### config.mk
export PLATFORM = sky130hd
export DESIGN_NAME = perf_dual_counter
export DESIGN_NICKNAME = d
export VERILOG_FILES = /design/src/rtl/perf_pkg.sv /design/src/rtl/perf_enable.sv /design/src/rtl/perf_cnt.sv /design/src/rtl/perf_dual_counter.sv
export SDC_FILE = /design/constraint.sdc
export NUM_CORES = 1
export LEC_CHECK = 0
export ABC_AREA = 1
export BUFFER_PORTS_ARGS = -buffer_cell sky130_fd_sc_hd__buf_2
export CAP_MARGIN = 20
export CORE_MARGIN = 5
export CORE_UTILIZATION = 50
export CTS_BUF_LIST = sky130_fd_sc_hd__clkbuf_4 sky130_fd_sc_hd__clkbuf_8 sky130_fd_sc_hd__clkbuf_16
export DETAILED_ROUTE_END_ITERATION = 10
export HOLD_SLACK_MARGIN = 0.06
export PLACE_DENSITY_LB_ADDON = 0.25
export SYNTH_ARGS = -nofsm -noshare
export SYNTH_HDL_FRONTEND = slang
export SYNTH_SLANG_ARGS = --single-unit
### constraint.sdc
create_clock -name clk -period 3.3 [get_ports clk]
set_input_delay 0 -clock clk [delete_from_list [all_inputs] [get_ports clk]]
set_output_delay 0 -clock clk [all_outputs]
set_load 0.03 [all_outputs]
### src/rtl/perf_pkg.sv
package perf_pkg;
  localparam int CNT_W     = 32;
  localparam int CTRL_W    = 32;
  localparam int SEL_W     = 5;
  localparam int NUM_EVT   = 1 << SEL_W;
  localparam int XLEN      = 64;
  localparam int IMM_W     = 6;
  localparam int NUM_CNT   = 2;
  localparam int MODE_NUM  = 3;
  // per-counter layout of the control word, counter i is shifted by STRIDE*i
  localparam int STRIDE    = 10;
  localparam int EXL_BASE  = 1;
  localparam int MODE_BASE = 2;
  localparam int SEL_BASE  = 5;

  function automatic logic is_countable(input logic [SEL_W-1:0] code);
    return code inside {5'd1, 5'd2, 5'd3, 5'd12, 5'd13, 5'd14, 5'd15};
  endfunction
endpackage

### src/rtl/perf_enable.sv
module perf_enable
  import perf_pkg::*;
#(
  parameter int SW = SEL_W,
  parameter int NE = NUM_EVT
) (
  input  logic [SW-1:0]       sel_i,
  input  logic [MODE_NUM-1:0] mode_en_i,
  input  logic                exl_en_i,
  input  logic [1:0]          ksu_i,
  input  logic                exl_i,
  input  logic [NE-1:0]       evt_i,
  output logic                hit_o
);
  logic mode_ok;
  logic level_ok;

  always_comb begin
    case (ksu_i)
      2'd0:    mode_ok = mode_en_i[0];
      2'd1:    mode_ok = mode_en_i[1];
      2'd2:    mode_ok = mode_en_i[2];
      default: mode_ok = 1'b0;
    endcase
    level_ok = mode_ok | (exl_i & exl_en_i);
    hit_o    = level_ok & is_countable(sel_i) & evt_i[sel_i];
  end
endmodule

### src/rtl/perf_cnt.sv
module perf_cnt #(
  parameter int W = 32
) (
  input  logic         clk,
  input  logic         rst_n,
  input  logic         hit_i,
  input  logic         load_i,
  input  logic [W-1:0] load_val_i,
  output logic [W-1:0] count_o,
  output logic [W-1:0] peek_o,
  output logic         ovf_o
);
  logic [W-1:0] count_q, count_d, sum;
  logic         ovf_q, ovf_d, upd;

  always_comb begin
    sum     = count_q + {{(W-1){1'b0}}, hit_i};
    upd     = hit_i | load_i;
    count_d = load_i ? load_val_i : sum;
    ovf_d   = load_i ? load_val_i[W-1] : (ovf_q | sum[W-1]);
  end

  always_ff @(posedge clk or negedge rst_n) begin
    if (!rst_n) begin
      count_q <= '0;
      ovf_q   <= 1'b0;
    end else if (upd) begin
      count_q <= count_d;
      ovf_q   <= ovf_d;
    end
  end

  assign count_o = count_q;
  assign peek_o  = sum;
  assign ovf_o   = ovf_q;

  // one increment per hit cycle
  p_step_r2: assert property (@(posedge clk) disable iff (!rst_n)
    (hit_i && !load_i) |=> (count_q == $past(count_q) + W'(1)));
  // no hit, no load, no change
  p_idle_r4: assert property (@(posedge clk) disable iff (!rst_n)
    (!hit_i && !load_i) |=> $stable(count_q));
  // a load wins over the increment
  p_load_r7: assert property (@(posedge clk) disable iff (!rst_n)
    load_i |=> (count_q == $past(load_val_i)));
  // flag is sticky while only counting
  p_sticky_r5: assert property (@(posedge clk) disable iff (!rst_n)
    (ovf_o && !load_i) |=> ovf_o);
  // crossing into bit 31 raises the flag
  p_raise_r5: assert property (@(posedge clk) disable iff (!rst_n)
    (hit_i && !load_i && count_q == {1'b0, {(W-1){1'b1}}}) |=> ovf_o);
endmodule

### src/rtl/perf_dual_counter.sv
module perf_dual_counter
  import perf_pkg::*;
#(
  parameter int CW = CNT_W,
  parameter int XW = XLEN
) (
  input  logic               clk,
  input  logic               rst_n,
  input  logic [NUM_EVT-1:0] evt_i,
  input  logic [1:0]         ksu_i,
  input  logic               exl_i,
  input  logic               acc_we_i,
  input  logic [IMM_W-1:0]   acc_imm_i,
  input  logic [CTRL_W-1:0]  acc_wdata_i,
  output logic [XW-1:0]      acc_rdata_o,
  output logic [CW-1:0]      cnt0_o,
  output logic [CW-1:0]      cnt1_o,
  output logic [NUM_CNT-1:0] ovf_o
);
  localparam int EXT_W = XW - CW;

  logic [1:0]        rst_sync_q;
  logic              rst_int_n;
  logic [CTRL_W-1:0] ctrl_q, ctrl_d;
  logic              ctrl_we;
  logic              sel_ctrl;
  logic [CW-1:0]     count [NUM_CNT];
  logic [CW-1:0]     peek  [NUM_CNT];
  logic [CW-1:0]     rd_word;

  // reset: asserted asynchronously, released after two edges
  always_ff @(posedge clk or negedge rst_n) begin
    if (!rst_n) rst_sync_q <= 2'b00;
    else        rst_sync_q <= {rst_sync_q[0], 1'b1};
  end
  assign rst_int_n = rst_sync_q[1];

  // control word: next state and register
  always_comb begin
    sel_ctrl = ~acc_imm_i[0];
    ctrl_we  = acc_we_i & sel_ctrl & (acc_imm_i[IMM_W-1:1] == '0);
    ctrl_d   = acc_wdata_i;
  end

  always_ff @(posedge clk or negedge rst_int_n) begin
    if (!rst_int_n)   ctrl_q <= '0;
    else if (ctrl_we) ctrl_q <= ctrl_d;
  end

  for (genvar i = 0; i < NUM_CNT; i++) begin : g_cnt
    localparam int MODE_LSB = MODE_BASE + STRIDE * i;
    localparam int EXL_BIT  = EXL_BASE + STRIDE * i;
    localparam int SEL_LSB  = SEL_BASE + STRIDE * i;
    logic hit;
    logic load;

    assign load = acc_we_i & acc_imm_i[0] & (acc_imm_i[1] == i[0]);

    perf_enable u_en (
      .sel_i     (ctrl_q[SEL_LSB +: SEL_W]),
      .mode_en_i (ctrl_q[MODE_LSB +: MODE_NUM]),
      .exl_en_i  (ctrl_q[EXL_BIT]),
      .ksu_i     (ksu_i),
      .exl_i     (exl_i),
      .evt_i     (evt_i),
      .hit_o     (hit)
    );

    perf_cnt #(.W(CW)) u_cnt (
      .clk        (clk),
      .rst_n      (rst_int_n),
      .hit_i      (hit),
      .load_i     (load),
      .load_val_i (acc_wdata_i[CW-1:0]),
      .count_o    (count[i]),
      .peek_o     (peek[i]),
      .ovf_o      (ovf_o[i])
    );
  end

  // read path: combinational, counters include this cycle's increment
  always_comb begin
    rd_word     = sel_ctrl ? ctrl_q[CW-1:0] : peek[acc_imm_i[1]];
    acc_rdata_o = {{EXT_W{rd_word[CW-1]}}, rd_word};
  end

  assign cnt0_o = count[0];
  assign cnt1_o = count[1];

  // writes with a nonzero field in bits 5:1 leave the control word alone
  p_ctrl_ignore_r6: assert property (@(posedge clk) disable iff (!rst_int_n)
    (acc_we_i && !acc_imm_i[0] && (acc_imm_i[IMM_W-1:1] != '0)) |=> $stable(ctrl_q));
  // accepted writes appear on the next edge
  p_ctrl_take_r6: assert property (@(posedge clk) disable iff (!rst_int_n)
    (acc_we_i && acc_imm_i == '0) |=> (ctrl_q == $past(acc_wdata_i)));
  // a load of one counter leaves the other counter's load path idle
  p_one_load_r7: assert property (@(posedge clk) disable iff (!rst_int_n)
    $onehot0({g_cnt[1].load, g_cnt[0].load}));
endmodule

==> impl_metrics.yaml <==
floorplanning:
  die_area_mm2: 0.01845
  initial_utilization: 0.5039
  pin_count: 206
  core.rowCount: 46
  die_w_um: 135.8
  core-area_mm2: 0.01571
  dieHeight_um: 135.8
cts:
  ctsLongestPathBuffers: 2
  clk_pin_slew_ns: 0.07
  numCtsBuffers: 9
  htreeDepth: 3
  clock-sinks: 100
  cts_root_buf: "clkbuf_16"
  cts_tree: "built"
  clkLatencyLatePin_ns: 0.36
global_routing:
  grt_max_degree: 65
  grt_usage: 0.3028
  antenna_found_initial: 0
  grt_pass1_wl_um: 43190
  grt_remaining_overflow: 0
  grt_pass1_vias: 7947
power_and_ir_drop:
  finalPower_mw: 6.630
  power.density_mw_per_mm2: 684.9
  vdd_ir_drop_max_mv: 0.4332
  p_leak_nw: 5.098
drt:
  routed_wl_um: 28160
  drt_iter0_drc: 881
  wl_per_cell_um: 16.80
  viasPerCell: 5.334
  drtAntennaViolNets: 0
  dr.pass1.iters: 5
  vias: 8940
  drc: 0
worst_setup_path:
  crit_type: "reg2out"
  critPathLaunchType: "flop"
  critPathBufInv: 4
  required_ns: 3.30
  cpMostUsedCell: "nand2_1"
  cp_top_family: "simple AND/OR/NAND/NOR gates"
  slowest_stage: "dfrtp_2"
  critical_path_arrival_ns: 3.05
  cp-end-kind: "output pin"
  worstPathMaxFanout: 6
  max_stage_delay_ns: 0.44
  worstPathCellList: "clkbuf_2 > nand2_1 > nand2_1 > nand2_1 > nand2_1 > nand2_1 > nand3_1 > inv_1 > nand2_2 > inv_1 > ha_2 > nand3_1 > nor2_2 > nand2_1 > nor2_1 > nand2_1 > nand3_1 > nand2_1 > o21ai_2 > buf_2"
timing:
  period_share: 0.9248
  hold_viol: 0
  skew_ns: 0.009219
  clock.fmax_mhz: 327.7
  tightest_slew_ns: 0.8523
  slew_viol_final: 0
  fin_crit_ns: 3.052
  relSlewSlack: 0.4318
  final-setup-viol-count: 0
synthesis:
  synth.net_count: 1368
  yosysMostFrequentCell: "nand2_1"
  synthDistinctLibCells: 34
  synth_top_area_frac: 0.3161
  syn_area_per_cell_um2: 6.157
  synth_ff_type: "dfrtp_1"
  ys_ff_latch: 100
  ys_seq_area_frac: 0.3161
  synthArstFlopShare: 1.000
  yosys_warnings: 0
  synth_common_cells: "577 x nand2_1, 138 x nand3_1, 116 x nor2_1"
  syn_area_mm2: 0.007918
  synthTopCellsByArea: "dfrtp_1 32%, nand2_1 27%, nand3_1 8.7%"
  synth_edf_count: 0
  synth_top_area_cell: "dfrtp_1"
  syn_inst: 1286
min_path:
  worstHoldPathType: "in2reg"
placed_design:
  dp_hpwl_um: 21130
  gp_congestion: 1.014
  place_area_mm2: 0.008750
  port-buffer-count: 185
layout:
  nets: 1536
  area_delta_synth_final_pct: 22.27
  layout-drive-gt1-share: 0.1960
  fin_area_mm2: 0.009681
status:
  run_status: "completed"
run:
  max_cap_violations: 0
==> flip-flops by register name, summed over array words and instances (netlist names) <==
name                 cells
rst_sync_q               2
ctrl_q                  32
g_cnt.u_cnt.count_o     64
g_cnt.u_cnt.ovf_o        2
==> cell usage in the layout, fill, tap and decap left out, types with 8 or more instances in the layout <==
cell type      count
buf_2            148
clkbuf_4          34
xor2_1            14
dlygate4sd3_1     34
nor2_1           113
dfrtp_1           98
nand2_2            8
o21ai_1           11
buf_4             24
nand3_1          135
o21ai_0           60
xnor2_1            9
inv_1             71
clkbuf_16         10
nand3b_1          26
a21oi_1            9
mux2_2            17
nor2_4             8
nand2_1          574
==> worst paths after layout <==
kind                                from                         end  slack, ns  cells after the start
max in group asynchronous  rst_sync_q[1]                  ctrl_q[15]       2.07                      1
max reg2reg                   ctrl_q[15]  g_cnt[1].u_cnt.count_o[16]       0.61                     21
min                         acc_imm_i[5]                  ctrl_q[25]       0.15                      4
max                           ctrl_q[15]             acc_rdata_o[21]       0.25                     20
min in group asynchronous  rst_sync_q[1]   g_cnt[0].u_cnt.count_o[7]       0.42                      0
min reg2reg                rst_sync_q[0]               rst_sync_q[1]       0.36                      0
==> layout make-up <==
| cell class | instances | area, um2 |
|---|---|---|
| Fill cell | 1555 | 6032 |
| Clock buffer | 12 | 254.0 |
| Inverter | 78 | 292.8 |
| Clock inverter | 4 | 48.80 |
| Multi-Input combinational cell | 1022 | 4731 |
| Sequential cell | 100 | 2507 |
| Antenna cell | 1 | 2.502 |
| Tap cell | 216 | 270.3 |
| Timing Repair Buffer | 243 | 1574 |
==> worst register-to-register path, cell delays in order (launching register included) <==
cell and delay (ns):
dfrtp_2 0.44, clkbuf_2 0.16, nand2_1 0.08, nand2_1 0.05
nand2_1 0.05, nand2_1 0.06, nand2_1 0.05, nand3_1 0.12
inv_1 0.09, nand2_2 0.05, inv_1 0.08, ha_2 0.22
ha_4 0.17, nand3_2 0.12, inv_2 0.11, nand2_4 0.09
o21ai_0 0.25, nand2_1 0.08, nand2_1 0.06, o21ai_0 0.10
nand2_1 0.11, nand2_1 0.05
==> repair_timing <==
| item | in CTS | in global routing |
|---|---|---|
| gates resized for setup | 1 | 74 |
| setup endpoints to repair | 37 | 45 |
| endpoints found under the hold margin | 77 | 0 |
| hold buffers | 34 | 0 |
| setup buffers | 0 | 7 |
| pin swaps | 0 | 7 |
| cloned | 0 | 1 |
==> per-layer routing <==
| layer | track usage | up-vias | part of all wire |
|---|---|---|---|
| li1 | - | 4366 | - |
| met1 | 0.4316 | 4068 | 0.43 |
| met2 | 0.4580 | 447 | 0.44 |
| met3 | 0.05070 | 59 | 0.097 |
| met4 | 0.1237 | 0 | 0.034 |
| met5 | 0 | - | 0 |
==> power breakdown <==
group,internal (mW),switching [mW]
Clock,0.625,0.487
Sequential,1.60,0.638
Combinational,1.07,2.21
==> metrics by stage <==
stage	setup TNS (ns)	std cells	utilization	worst slack, ns	hold slack, ns
after CTS	0	1667	0.5979	0.003720	0.1406
after global placement	0	1617	0.5569	0.3650	-0.2149
after floorplan	0	1286	-	0.1790	-0.2956
after detailed placement	0	1617	0.5569	0.3334	-0.2139
after global routing	-0.07004	1675	0.6159	-0.02754	0.1837
final	0	1676	0.6161	0.2481	0.1463
==> cell families after synthesis <==
kind of cell | count (synthesis) | synth area share
AND/OR/NAND/NOR | 883 | 0.4633
adder cells (fa/ha/maj) | 6 | 0.009481
buffers and inverters | 164 | 0.09987
AO/OA/AOI/OAI | 92 | 0.06116
other | 1 | 0.0004736
XOR/XNOR | 23 | 0.02544
flip-flops | 100 | 0.3161
multiplexers | 17 | 0.02418
Note: power is estimated with default switching activity, not from simulation.
